===== src/rtl/insn_seq.sv =====
module insn_seq #(
  parameter int PC_W      = 15,
  parameter int STK_DEPTH = 16
) (
  input  logic             clk,
  input  logic             rst_n,
  input  logic [2:0]       op_cls,
  input  logic             skip_hit,
  input  logic             ind_hi,
  input  logic [10:0]      imm11,
  input  logic [8:0]       off9,
  input  logic [7:0]       wreg,
  input  logic             lat_we,
  input  logic [PC_W-9:0]  lat_din,
  output logic [PC_W-1:0]  pc,
  output logic             flush,
  output logic             stall
);
  localparam int LAT_W = PC_W - 8;
  localparam int SP_W  = $clog2(STK_DEPTH);
  localparam logic [2:0] C_PLAIN = 3'd0, C_SKIP = 3'd1, C_JMP = 3'd2, C_CALL = 3'd3,
                         C_BRA = 3'd4, C_BRW = 3'd5, C_CALLW = 3'd6, C_RET = 3'd7;

  logic [PC_W-1:0]  pc_q, tgt;
  logic [LAT_W-1:0] lat_q;
  logic [SP_W-1:0]  sp_q;
  logic [PC_W-1:0]  stk [STK_DEPTH];
  logic             fl_q, st_q, pend_q;

  wire exec     = !fl_q && !st_q;
  wire data_op  = (op_cls == C_PLAIN) || (op_cls == C_SKIP);
  wire slow     = exec && data_op && ind_hi;
  wire skip_tk  = exec && (op_cls == C_SKIP) && skip_hit;
  wire ctrl     = exec && !data_op;
  wire push     = exec && ((op_cls == C_CALL) || (op_cls == C_CALLW));
  wire pop      = exec && (op_cls == C_RET);

  always_comb begin
    case (op_cls)
      C_JMP, C_CALL: tgt = {lat_q[LAT_W-1:3], imm11};
      C_BRA:         tgt = pc_q + {{(PC_W-9){off9[8]}}, off9};
      C_BRW:         tgt = pc_q + {{(PC_W-8){1'b0}}, wreg};
      C_CALLW:       tgt = {lat_q, wreg};
      C_RET:         tgt = stk[sp_q - 1'b1];
      default:       tgt = pc_q + 1'b1;
    endcase
  end

  always_ff @(posedge clk) begin
    if (!rst_n) begin
      pc_q   <= '0;
      fl_q   <= 1'b0;
      st_q   <= 1'b0;
      pend_q <= 1'b0;
      sp_q   <= '0;
      lat_q  <= '0;
    end else if (!exec) begin
      pc_q   <= pc_q + 1'b1;
      fl_q   <= st_q && pend_q;
      st_q   <= 1'b0;
      pend_q <= 1'b0;
    end else begin
      if (slow)      pc_q <= pc_q;
      else if (ctrl) pc_q <= tgt;
      else           pc_q <= pc_q + 1'b1;
      st_q   <= slow;
      pend_q <= slow && skip_tk;
      fl_q   <= ctrl || (skip_tk && !slow);
      if (lat_we) lat_q <= lat_din;
      if (push)   sp_q <= sp_q + 1'b1;
      else if (pop) sp_q <= sp_q - 1'b1;
    end
  end

  always_ff @(posedge clk)
    if (rst_n && push) stk[sp_q] <= pc_q;

  assign pc    = pc_q;
  assign flush = fl_q;
  assign stall = st_q;


  plain_adv_chk: assert property (@(posedge clk) disable iff (!rst_n)
    (!flush && !stall && op_cls == C_PLAIN && !ind_hi) |=> (pc == $past(pc) + 1'b1) && !flush && !stall);

  skip_flush_chk: assert property (@(posedge clk) disable iff (!rst_n)
    (!flush && !stall && op_cls == C_SKIP && skip_hit && !ind_hi) |=> flush && !stall);

  slow_hold_chk: assert property (@(posedge clk) disable iff (!rst_n)
    (!flush && !stall && (op_cls == C_PLAIN || op_cls == C_SKIP) && ind_hi) |=> stall && $stable(pc));

  void_adv_chk: assert property (@(posedge clk) disable iff (!rst_n)
    (flush || stall) |=> (pc == $past(pc) + 1'b1) && !stall);

  excl_chk: assert property (@(posedge clk) disable iff (!rst_n) !(flush && stall));

  ret_flush_chk: assert property (@(posedge clk) disable iff (!rst_n)
    (!flush && !stall && op_cls == C_RET) |=> flush);
endmodule


===== config.mk =====
export PLATFORM = sky130hd
export DESIGN_NAME = insn_seq
export DESIGN_NICKNAME = d
export VERILOG_FILES = /design/src/rtl/insn_seq.sv
export SDC_FILE = /design/constraint.sdc
export NUM_CORES = 1
export LEC_CHECK = 0
export ABC_AREA = 1
export BUFFER_PORTS_ARGS = -buffer_cell sky130_fd_sc_hd__clkbuf_2
export CAP_MARGIN = 20
export CORE_UTILIZATION = 58
export DETAILED_ROUTE_END_ITERATION = 8
export GPL_ROUTABILITY_DRIVEN = 0
export HOLD_SLACK_MARGIN = 0.1
export PLACE_DENSITY = 0.83
export SLEW_MARGIN = 10
export SYNTH_ARGS = -nofsm -noshare
export SYNTH_HDL_FRONTEND = slang
export SYNTH_SLANG_ARGS = --single-unit
export TNS_END_PERCENT = 10

===== constraint.sdc =====
create_clock -name clk -period 3.5 [get_ports clk]
set_input_delay 0 -clock clk [delete_from_list [all_inputs] [get_ports clk]]
set_output_delay 0 -clock clk [all_outputs]
set_load 0.005 [all_outputs]

==> impl_metrics.py <==
metrics = {
    "outcome": {
        "status": "finished, final reports clean",
    },
    "global_route": {
        "track_usage_pct": 30.9,
        "grt-ovfl-total": 0,
        "grt_pass1_wl_um": 51600,
        "first_global_vias": 9832,
        "grt_max_degree": 98,
        "antenna_found_initial": 0,
    },
    "power": {
        "p_comb_share_pct": 19.9,
        "p_total_w": 0.00836,
        "internal-power_w": 0.00597,
        "ir_drop_uv": 400,
        "cellLeakagePower_nw": 5.62,
        "p_sw_w": 0.00239,
        "power_density_nw_per_um2": 578,
        "switching_share_pct": 28.6,
        "clkPwrFrac_pct": 35.7,
        "power_frac_seq_pct": 44.4,
    },
    "cts": {
        "htreeDepth": 1,
        "cts_sinks": 269,
        "worstSkewPairLatency_ns": 0.53,
        "root_buffer": "clkbuf_16",
        "cts_tree": "yes",
        "cts_buffers": 26,
        "post_cts_buffers": 0,
        "clk_path_buf_depth": 3,
        "clkTransAtPathRegs_ns": 0.06,
    },
    "setup_path": {
        "r2r_setup_slack_ns": 0.13,
        "cp-start-kind": "flop",
        "worstPathArrival_ns": 3.85,
        "setup.worst_path.end_class": "flop",
        "r2r_cells": 12,
        "r2r_end": "pc[0]$_SDFFE_PN0P_",
        "path_class": "flop to flop",
        "worstPathRequired_ns": 3.98,
        "path_max_fanout": 79,
        "r2r-start": "sp_q[0]$_SDFFE_PN0P_",
    },
    "logic_synthesis": {
        "synthFlopType": "edfxtp_1",
        "synth_edf_count": 240,
        "synth_warnings": 0,
        "synth_nets": 1267,
        "syn_inst": 1205,
        "async_flop_share_pct": 0,
        "yosysSeqAreaShare_pct": 63.0,
        "synth_seq_cells": 269,
        "avgSynthCellArea_sq_um": 10.3,
        "synth.distinct_cells": 50,
        "synth_area_sq_um": 12400,
    },
    "cells_and_area": {
        "final_nets": 1384,
        "final_cell_mix": "300 x nand2_1, 240 x edfxtp_1, 125 x nand3_1",
        "nFillCells": 1418,
        "layout_commonest_cell": "nand2_1",
        "finalInstanceArea_sq_um": 14500,
        "area.sequential_sq_um": 7790,
        "syn2layout_area_growth_pct": 16.9,
        "drive_above_1_share_pct": 13.2,
        "multiInputGateArea_sq_um": 4050,
        "antenna_cells": 0,
    },
    "die": {
        "die_w_um": 148,
        "fp.dieH_um": 148,
        "core_area_sq_um": 21000,
        "ios": 60,
        "start_util_pct": 59.0,
        "rows": 53,
        "die-area_sq_um": 21900,
    },
    "placement": {
        "port_buffers": 59,
        "dp_hpwl_um": 19800,
        "place_ws_ns": 0.704,
        "dpl_cell_area_sq_um": 13000,
    },
    "flow_run": {
        "drv_cap": 0,
    },
    "route": {
        "wl_per_cell_um": 20.6,
        "drt-total-wl_um": 33300,
        "drt_iter0_markers": 1225,
        "drt-pass1-iter-count": 7,
        "ant_nets": 0,
        "via_per_inst": 6.18,
        "vias": 9990,
        "route.detailed.drc": 0,
    },
    "timing": {
        "period_needed_ns": 3.37,
        "hold_viol_final": 0,
        "max_freq_mhz": 297,
        "slew-limit-headroom_pct": 31.4,
        "tns_ns": 0,
        "holdWs_ns": 0.115,
        "finalSetupViolCount": 0,
        "tightest_slew_ns": 1.03,
        "slew_viol_final": 0,
        "post-route-period-util_pct": 96.3,
        "fin_skew_ns": 0.0149,
        "worst_slack_ns": 0.131,
    },
    "worst_hold_path": {
        "min_to": "lat_q[6]$_SDFFE_PN0P_",
        "hold_class": "primary input to flop",
        "hold_depth": 5,
        "min-delay-start": "lat_we",
    },
}
-- stage by stage --
step	cells	util [%]
after detailed placement	1521	62.3
after global routing	1617	69.0
after global placement	1521	62.3
after CTS	1616	68.9
final	1617	69.0
after floorplan	1205	-
-- how the worst max path moves through the flow --
stage                                     from  cells past startpoint             endpoint  slack (ns)
after floorplan           sp_q[0]$_SDFFE_PN0P_                     15   pc[9]$_SDFFE_PN0P_        1.06
after global placement               op_cls[1]                     19  pc[12]$_SDFFE_PN0P_        0.75
after detailed placement             op_cls[1]                     19  pc[12]$_SDFFE_PN0P_        0.70
after CTS                            op_cls[1]                     17   pc[2]$_SDFFE_PN0P_        0.13
after global routing                 op_cls[1]                     17   pc[2]$_SDFFE_PN0P_      -0.002
final                     sp_q[0]$_SDFFE_PN0P_                     12   pc[0]$_SDFFE_PN0P_        0.13
-- state kept, by name (all words and copies together), names as in the netlist --
signal / cells
stall: 1
lat_q: 7
pc: 15
sp_q: 4
pend_q: 1
flush: 1
stk: 240
-- worst max-delay path, cell delays in order, from the launching register on --
cell and delay [ns]:
dfxtp_4 0.36, clkinv_2 0.09, buf_4 0.42, buf_4 0.72, nand2_1 0.19, a22oi_1 0.35
nand2_1 0.08, nand3_1 0.10, nand3_1 0.16, nand4_1 0.11, dlygate4sd3_1 0.56, nand3_1 0.07
nand2_1 0.08
-- layout make-up --
cell class,count,share of cell area (%)
Clock buffer,33,4.97
Clock inverter,15,1.44
Inverter,66,1.76
Multi-Input combinational cell,814,28.0
Sequential cell,269,53.9
Tap cell,275,2.38
Timing Repair Buffer,145,7.50
-- cells in the mapped netlist, types with 2 or more instances --
cell | count | area, sq um
or2_2 | 2 | 12.5
xor2_1 | 4 | 35.0
nand3_4 | 2 | 35.0
nor3_1 | 5 | 25.0
nand3b_1 | 3 | 22.5
buf_2 | 32 | 160
a31oi_1 | 3 | 18.8
o211ai_1 | 10 | 75.1
clkbuf_1 | 15 | 56.3
inv_1 | 57 | 214
a211oi_1 | 3 | 22.5
ha_1 | 18 | 225
nand3_1 | 125 | 626
a221oi_1 | 7 | 61.3
a22oi_1 | 18 | 135
nand2_1 | 300 | 1130
nand4_1 | 6 | 37.5
o21ai_0 | 71 | 355
o21ai_1 | 4 | 20.0
dfxtp_1 | 29 | 581
inv_2 | 8 | 30.0
edfxtp_1 | 240 | 7210
a21oi_1 | 87 | 435
xnor2_1 | 3 | 26.3
nand2_2 | 9 | 56.3
nor2_2 | 3 | 18.8
o221ai_1 | 7 | 61.3
buf_6 | 3 | 33.8
nand3_2 | 2 | 20.0
nor2_1 | 105 | 394
buf_4 | 4 | 30.0
buf_1 | 2 | 7.51
-- cells by family (layout without fill, tap and decap cells) --
family                     count (synthesis)  count (layout)  share of synthesized area [%]
AOI/OAI and AO/OA                        218             218                           10.1
xor gates and xnor gates                   9               9                          0.850
adders and majority gates                 19              19                           1.98
buffers and inverters                    122             259                           4.35
DFF                                      269             269                           63.0
and+or+nand+nor                          568             568                           19.7
-- power by group through the flow --
stage	Clock (W)	Sequential, W	Combinational (W)
2_1_floorplan	0	0.00378	0.00100
3_3_place_gp	0	0.00377	0.00148
3_5_place_dp	0	0.00377	0.00153
4_1_cts	0.00299	0.00370	0.00162
5_1_grt	0.00311	0.00371	0.00180
6_report	0.00298	0.00371	0.00167
-- timing repair --
action | 4_1_cts | 5_1_grt
hold buffers | 47 | 0
endpoints found under the setup margin | 0 | 2
resized for setup | 0 | 2
hold endpoints to repair | 26 | 0
-- routing by layer --
| layer | part of all wire (%) | wire (um) | track usage, % | vias up |
|---|---|---|---|---|
| met5 | 0 | 0 | 0 | - |
| met4 | 5.0 | 1650 | 16.8 | 0 |
| met3 | 11 | 3590 | 5.74 | 126 |
| met2 | 49 | 16200 | 51.9 | 733 |
| met1 | 36 | 11900 | 37.8 | 4663 |
| li1 | - | - | - | 4468 |
No activity file was read; power rests on OpenSTA's default activity.
